$ cat src/rtl/q4_pkg.sv
package q4_pkg;

   typedef enum logic [2:0] {
      MD_OFF  = 3'd0,
      MD_ISO3 = 3'd1,
      MD_ISO1 = 3'd2,
      MD_SCR1 = 3'd3,
      MD_SCR3 = 3'd4
   } q4_mode_e;

   localparam int Q4_SYM_W = 3;

   localparam logic signed [Q4_SYM_W-1:0] Q4_P3 = 3'sd3;
   localparam logic signed [Q4_SYM_W-1:0] Q4_P1 = 3'sd1;
   localparam logic signed [Q4_SYM_W-1:0] Q4_Z0 = 3'sd0;
   localparam logic signed [Q4_SYM_W-1:0] Q4_N1 = -3'sd1;
   localparam logic signed [Q4_SYM_W-1:0] Q4_N3 = -3'sd3;

   // Signed quaternary level from a sign flag and a magnitude flag
   function automatic logic signed [Q4_SYM_W-1:0] q4_level(input logic neg, input logic big);
      if (big) return neg ? Q4_N3 : Q4_P3;
      else     return neg ? Q4_N1 : Q4_P1;
   endfunction

endpackage

$ cat src/rtl/q4_cmd_dec.sv
module q4_cmd_dec
   import q4_pkg::*;
#(
   parameter int          CMD_W     = 16,
   parameter logic [15:0] CODE_STOP = 16'h1000,
   parameter logic [15:0] CODE_ISO3 = 16'h1001,
   parameter logic [15:0] CODE_ISO1 = 16'h1003,
   parameter logic [15:0] CODE_SCR1 = 16'h1004,
   parameter logic [15:0] CODE_SCR3 = 16'h1008
) (
   input  logic             clk,
   input  logic             rst_n,
   input  logic             cmd_wr,
   input  logic [CMD_W-1:0] cmd_word,
   input  logic             powered,
   output q4_mode_e         pend
);

   generate
      if (CMD_W != 16) begin : g_bad_w
         $error("q4_cmd_dec: command width must be 16");
      end
   endgenerate

   logic     hit;
   q4_mode_e dec;

   always_comb begin
      hit = 1'b1;
      dec = MD_OFF;
      case (cmd_word)
         CODE_STOP: dec = MD_OFF;
         CODE_ISO3: dec = MD_ISO3;
         CODE_ISO1: dec = MD_ISO1;
         CODE_SCR1: dec = MD_SCR1;
         CODE_SCR3: dec = MD_SCR3;
         default:   hit = 1'b0;
      endcase
   end

   always_ff @(posedge clk or negedge rst_n) begin
      if (!rst_n)                 pend <= MD_OFF;
      else if (!powered)          pend <= MD_OFF;
      else if (cmd_wr && hit)     pend <= dec;
   end

   // an unknown word leaves the pending selection untouched
   a_r8_unknown_ignored: assert property (@(posedge clk) disable iff (!rst_n)
      (powered && cmd_wr && !hit) |=> $stable(pend));

endmodule

$ cat src/rtl/q4_sym_counter.sv
module q4_sym_counter #(
   parameter int FRAME_LEN = 120,
   localparam int IDX_W    = $clog2(FRAME_LEN)
) (
   input  logic             clk,
   input  logic             rst_n,
   input  logic             baud_stb,
   output logic [IDX_W-1:0] idx,
   output logic             at_start
);

   generate
      if (FRAME_LEN < 2) begin : g_bad_len
         $error("q4_sym_counter: frame must hold at least two symbols");
      end
   endgenerate

   localparam logic [IDX_W-1:0] LAST = IDX_W'(FRAME_LEN - 1);

   always_ff @(posedge clk or negedge rst_n) begin
      if (!rst_n)             idx <= '0;
      else if (baud_stb)      idx <= (idx == LAST) ? '0 : idx + 1'b1;
   end

   assign at_start = (idx == '0);

   // the symbol position never leaves the frame
   a_r3_idx_range: assert property (@(posedge clk) disable iff (!rst_n)
      idx <= LAST);

endmodule

$ cat src/rtl/q4_prbs.sv
module q4_prbs #(
   parameter int             LFSR_W = 23,
   parameter int             TAP    = 5,
   parameter logic [LFSR_W-1:0] SEED = 23'h1A2B3C
) (
   input  logic clk,
   input  logic rst_n,
   input  logic step,
   output logic sign_bit
);

   generate
      if (TAP < 1 || TAP >= LFSR_W) begin : g_bad_tap
         $error("q4_prbs: tap must lie inside the register");
      end
      if (SEED == '0) begin : g_bad_seed
         $error("q4_prbs: seed must be nonzero");
      end
   endgenerate

   logic [LFSR_W-1:0] st;
   logic              fb;

   // Taps at x^LFSR_W and x^TAP map to bits LFSR_W-1 and TAP-1
   assign fb       = st[LFSR_W-1] ^ st[TAP-1];
   assign sign_bit = st[LFSR_W-1];

   always_ff @(posedge clk or negedge rst_n) begin
      if (!rst_n)     st <= SEED;
      else if (step)  st <= {st[LFSR_W-2:0], fb};
   end

   // the scrambler never locks up in the all-zero state
   a_r6_state_nonzero: assert property (@(posedge clk) disable iff (!rst_n)
      st != '0);

endmodule

$ cat src/rtl/q4_tone.sv
module q4_tone #(
   parameter int TONE_HALF = 120,
   localparam int CNT_W    = $clog2(2 * TONE_HALF)
) (
   input  logic clk,
   input  logic rst_n,
   input  logic baud_stb,
   input  logic tone_on,
   output logic level_pos
);

   generate
      if (TONE_HALF < 1) begin : g_bad_half
         $error("q4_tone: half period must be at least one symbol");
      end
   endgenerate

   localparam logic [CNT_W-1:0] LAST = CNT_W'(2 * TONE_HALF - 1);
   localparam logic [CNT_W-1:0] HALF = CNT_W'(TONE_HALF);

   logic [CNT_W-1:0] cnt;

   always_ff @(posedge clk or negedge rst_n) begin
      if (!rst_n)             cnt <= '0;
      else if (!tone_on)      cnt <= '0;
      else if (baud_stb)      cnt <= (cnt == LAST) ? '0 : cnt + 1'b1;
   end

   assign level_pos = (cnt < HALF);

   // phase restarts from the positive half whenever the tone is off
   a_r10_restart_pos: assert property (@(posedge clk) disable iff (!rst_n)
      !tone_on |=> level_pos);

endmodule

$ cat src/rtl/q4_maint_patgen.sv
module q4_maint_patgen
   import q4_pkg::*;
#(
   parameter int             FRAME_LEN = 120,
   parameter int             TONE_HALF = 120,
   parameter int             LFSR_W    = 23,
   parameter int             LFSR_TAP  = 5,
   parameter logic [22:0]    LFSR_SEED = 23'h1A2B3C
) (
   input  logic                        clk,
   input  logic                        rst_n,
   input  logic                        baud_stb,
   input  logic                        cmd_wr,
   input  logic [15:0]                 cmd_word,
   input  logic                        tone_en,
   input  logic                        powered,
   input  logic                        activated,
   output logic signed [Q4_SYM_W-1:0]  sym_out
);

   localparam int IDX_W = $clog2(FRAME_LEN);

   generate
      if (LFSR_W != 23) begin : g_bad_lfsr
         $error("q4_maint_patgen: seed parameter is sized for a 23-bit scrambler");
      end
   endgenerate

   q4_mode_e           pend, act, eff_mode;
   logic [IDX_W-1:0]   idx;
   logic               at_start, prbs_sign, tone_pos, tone_on;
   logic               pulse_neg, cur_neg, fresh, is_iso;
   logic signed [Q4_SYM_W-1:0] cmd_sym, next_sym;

   assign tone_on = tone_en && powered && !activated;

   q4_cmd_dec u_dec (
      .clk(clk), .rst_n(rst_n), .cmd_wr(cmd_wr), .cmd_word(cmd_word),
      .powered(powered), .pend(pend));

   q4_sym_counter #(.FRAME_LEN(FRAME_LEN)) u_cnt (
      .clk(clk), .rst_n(rst_n), .baud_stb(baud_stb), .idx(idx), .at_start(at_start));

   q4_prbs #(.LFSR_W(LFSR_W), .TAP(LFSR_TAP), .SEED(LFSR_SEED)) u_prbs (
      .clk(clk), .rst_n(rst_n), .step(baud_stb), .sign_bit(prbs_sign));

   q4_tone #(.TONE_HALF(TONE_HALF)) u_tone (
      .clk(clk), .rst_n(rst_n), .baud_stb(baud_stb), .tone_on(tone_on), .level_pos(tone_pos));

   // Mode switch happens only on the strobe for symbol 0
   always_comb begin
      eff_mode = at_start ? pend : act;
      fresh    = at_start && (pend != act);
      cur_neg  = fresh ? 1'b0 : pulse_neg;
      is_iso   = (eff_mode == MD_ISO3) || (eff_mode == MD_ISO1);
      case (eff_mode)
         MD_ISO3: cmd_sym = at_start ? q4_level(cur_neg, 1'b1) : Q4_Z0;
         MD_ISO1: cmd_sym = at_start ? q4_level(cur_neg, 1'b0) : Q4_Z0;
         MD_SCR1: cmd_sym = q4_level(prbs_sign, 1'b0);
         MD_SCR3: cmd_sym = q4_level(prbs_sign, 1'b1);
         default: cmd_sym = Q4_Z0;
      endcase
      if (!powered)     next_sym = Q4_Z0;
      else if (tone_on) next_sym = q4_level(!tone_pos, 1'b0);
      else              next_sym = cmd_sym;
   end

   always_ff @(posedge clk or negedge rst_n) begin
      if (!rst_n) begin
         act       <= MD_OFF;
         pulse_neg <= 1'b0;
         sym_out   <= Q4_Z0;
      end else if (!powered) begin
         act       <= MD_OFF;
         pulse_neg <= 1'b0;
         if (baud_stb) sym_out <= Q4_Z0;
      end else if (baud_stb) begin
         sym_out <= next_sym;
         if (at_start) act <= pend;
         if (is_iso && at_start) pulse_neg <= ~cur_neg;
      end
   end

   // only the legal quaternary codes appear
   always_comb begin
      if (rst_n) begin
         a_r2_legal_code: assert (sym_out != 3'sb100 && sym_out != 3'sb010 && sym_out != 3'sb110);
      end
   end

   // output holds between strobes
   a_r2_hold: assert property (@(posedge clk) disable iff (!rst_n)
      !baud_stb |=> $stable(sym_out));

   // unpowered strobes give silence
   a_r11_unpowered_silent: assert property (@(posedge clk) disable iff (!rst_n)
      (baud_stb && !powered) |=> (sym_out == Q4_Z0));

   // lone-pulse modes are silent away from symbol 0
   a_r3_iso_gap: assert property (@(posedge clk) disable iff (!rst_n)
      (baud_stb && powered && !tone_on && is_iso && !at_start) |=> (sym_out == Q4_Z0));

   // scrambled unit mode emits magnitude 1 only
   a_r6_scr_unit: assert property (@(posedge clk) disable iff (!rst_n)
      (baud_stb && powered && !tone_on && eff_mode == MD_SCR1) |=>
      (sym_out == Q4_P1 || sym_out == Q4_N1));

   // tone emits only +1 and -1
   a_r10_tone_unit: assert property (@(posedge clk) disable iff (!rst_n)
      (baud_stb && tone_on) |=> (sym_out == Q4_P1 || sym_out == Q4_N1));

endmodule

$ cat config.mk
export PLATFORM = sky130hd
export DESIGN_NAME = q4_maint_patgen
export DESIGN_NICKNAME = d
export VERILOG_FILES = /design/src/rtl/q4_pkg.sv /design/src/rtl/q4_cmd_dec.sv /design/src/rtl/q4_sym_counter.sv /design/src/rtl/q4_prbs.sv /design/src/rtl/q4_tone.sv /design/src/rtl/q4_maint_patgen.sv
export SDC_FILE = /design/constraint.sdc
export NUM_CORES = 1
export LEC_CHECK = 0
export ABC_AREA = 1
export CORE_ASPECT_RATIO = 1.5
export CORE_MARGIN = 4
export CORE_UTILIZATION = 45
export CTS_BUF_LIST = sky130_fd_sc_hd__clkbuf_4 sky130_fd_sc_hd__clkbuf_8
export CTS_CLUSTER_SIZE = 40
export DETAILED_ROUTE_END_ITERATION = 16
export PLACE_DENSITY = 0.66
export SLEW_MARGIN = 20
export SYNTH_ARGS = -nofsm -noshare
export SYNTH_HDL_FRONTEND = slang
export SYNTH_SLANG_ARGS = --single-unit
export TNS_END_PERCENT = 1
$ cat constraint.sdc
create_clock -name clk -period 2.2 [get_ports clk]
set_input_delay 0.55 -clock clk [delete_from_list [all_inputs] [get_ports clk]]
set_output_delay 0.55 -clock clk [all_outputs]
set_load 0.05 [all_outputs]
==> metrics <==
Die H approximately 100 µm; wl on met1 2.08 mm; multiplexer share of the synthesized area 0%; yosys warns 0; # clock sinks 48; GRT Total Usage around 15%; DRC 0; adder-cell area share of the yosys netlist 1.49%; crit-path cells clkdlybuf4s50_1; Routed Wire Length slightly below 5 mm; Hold Fails Final Rpt 0; placed cells between 400 and 500; compound-gate portion of the synthesized area about 11%; largest net degree at the start of global routing 22; mapped cell area about 2500 µm²; ys async rst share 100%; Slew @ Worst Pin between 0.4 and 0.5 ns; Synth cell types 31; cts repair resizes 0; final global-route overflow total 0; slowest CP cell clkdlybuf4s50_1; setup slack after layout about 0.17 ns; layout cells sized above 1 14.4%; Mapped Cells around 320; RSZ-0062 raised after global routing no; WS Path Type register to output pin; setup violators final 0; CTS Hold Bufs 0; Met2 Routed Length between 2 and 2.5 mm; postcts setup bufs 0; Reg2Reg Capture Point sym_out[2]$_DFFE_PN0P_; DR pass1 iterations 4; fin nets between 300 and 400; RR Startpoint u_cnt.idx[0]$_DFFE_PN0P_; full die area ~6900 µm²; CTS tree done; top-area cell type share of the netlist area approximately 37%; # port buffers 25; Mean Syn Cell Area approximately 7.9 µm²; Arr. time, crit path ~1.5 ns; FF-to-FF setup slack 0.38 ns; routability cong. 0.842; startpoint types register; DR vias between 2000 and 2500; CTS root buf clkbuf_8; min cycle time layout roughly 2 ns; sequential share of the synthesized area between 40% and 50%; Die X just under 70 µm; Peak supply drop between 0.6 and 0.7 mV; delay-heaviest family, CP buffers and inverters; first-pass GRT wire length 8.38 mm; period utilization 92.3%; synth top area cells dfrtp_1 37%, nand2_1 13%, dfstp_2 11%; max-cap violations 0; post-layout util 55.3%; top-count cell post-synth nand2_1; vias per cell approximately 5; CP required 1.65 ns; clk slew on worst S/H paths around 0.090 ns; Worst Setup End Kind output pin; Cell Pwr Density about 760 nW/µm²; fmax ~0.49 GHz; Area growth syn-to-layout 19.2%; Clock Skew 0.00545 ns; uppermost routed layer met4; io pins 26; initial antenna violation count 0; Starting DRT DRC Count 96; cts bufs inserted 5; P_leak 1.36 nW; Max-slew headroom between 60% and 70%; n_diodes 0; CP Max Fanout 2; setup TNS 0 ns; detailed placer's ending HPWL 3.76 mm; slowest stage delay, CP 0.81 ns; post-synthesis simple-gate area fraction 28.8%; Non-Filler Instances roughly 420; post-route ant nets 0; Top FF cell, synth dfrtp_1; Initial Utilization a little under half; worst min-delay path class input port to async pin; WL met3 approximately 170 µm; outcome completed; R2R cell count 13; Slew Limit Fails 0; largest family of logic cells by synthesized area simple AND/OR/NAND/NOR gates; number of global-route vias before repair around 2000; CP startpoint sym_out[1]$_DFFE_PN0P_; Place WS roughly 0.20 ns; Core Area 5450 µm²; H-tree Lvls 2; Rows 33; Post-synth EDFFs 0; wire per inst about 11 µm; cell type with the largest total area after synthesis dfrtp_1; worst skew pair latency approximately 0.30 ns; FF+latch count, synth between 40 and 50; post-synthesis net count approximately 340; Synth Area in XOR/XNOR ~2.4%; CP bufs+invs 1; clk buf depth 2; synth cell count leaders 85 x nand2_1, 44 x inv_1, 37 x dfrtp_1
registers in the layout (all words and copies together), names as in the netlist:
register,cells
act,3
pulse_neg,1
sym_out,3
u_cnt.idx,7
u_dec.pend,3
u_prbs.st,23
u_tone.cnt,8
metal layers:
metal	up-vias	track usage, %
met5	-	0
met4	0	7.82
met3	15	2.81
met2	45	26.7
met1	922	16.5
li1	1074	-
logic make-up after synthesis:
group                      after synthesis
buffers and inverters                   53
DFF                                     48
adders and majority gates                3
AOI/OAI and AO/OA                       50
xor gates and xnor gates                 7
and+or+nand+nor                        157
worst max path at each step:
stage / end / cells after the start
floorplan: sym_out[2]$_DFFE_PN0P_ / 13
global placement: u_dec.pend[2]$_DFFE_PN0P_ / 9
detailed placement: u_dec.pend[2]$_DFFE_PN0P_ / 9
CTS: sym_out[1] / 1
global route: sym_out[0] / 1
finish: sym_out[1] / 1
where the power goes:
group	leakage (nW)	total, mW	internal [mW]	switching, mW
clock network	0.0548	0.652	0.343	0.309
registers	0.605	1.20	1.06	0.136
logic	0.697	0.453	0.191	0.263
per-stage QoR:
step	total power [mW]	instance area [µm²]	hold slack, ns
2_1_floorplan	1.51	2530	0.254
3_3_place_gp	1.66	2900	0.463
3_5_place_dp	1.67	2900	0.464
4_1_cts	2.33	3010	0.189
5_1_grt	2.46	3010	0.209
6_report	2.30	3010	0.179
final cells by class:
class                           count  area [µm²]
Clock inverter                      3        46.3
Sequential cell                    48        1210
Multi-Input combinational cell    217        1110
Inverter                           46         173
Fill cell                         535        2440
Tap cell                           70        87.6
Clock buffer                        5        68.8
Timing Repair Buffer               34         313
cell usage in the layout, fill, tap and decap left out, types with 4 or more instances in the layout:
cell             Yosys  routed
o22ai_1              6       6
a21oi_1              4       4
nor3_1               6       6
nor2_1              28      28
dfrtp_1             37      37
clkdlybuf4s50_1      0      24
nand2_2              7       7
nand3_2              4       4
clkbuf_8             0       5
nand2_1             85      85
buf_4                0       9
dfstp_2             11      11
nand4_1              5       5
nor2_4               5       5
inv_1               44      44
nand3_1             13      13
xor2_1               4       4
o21ai_0             31      31
Note: power is estimated with default switching activity, not from simulation.
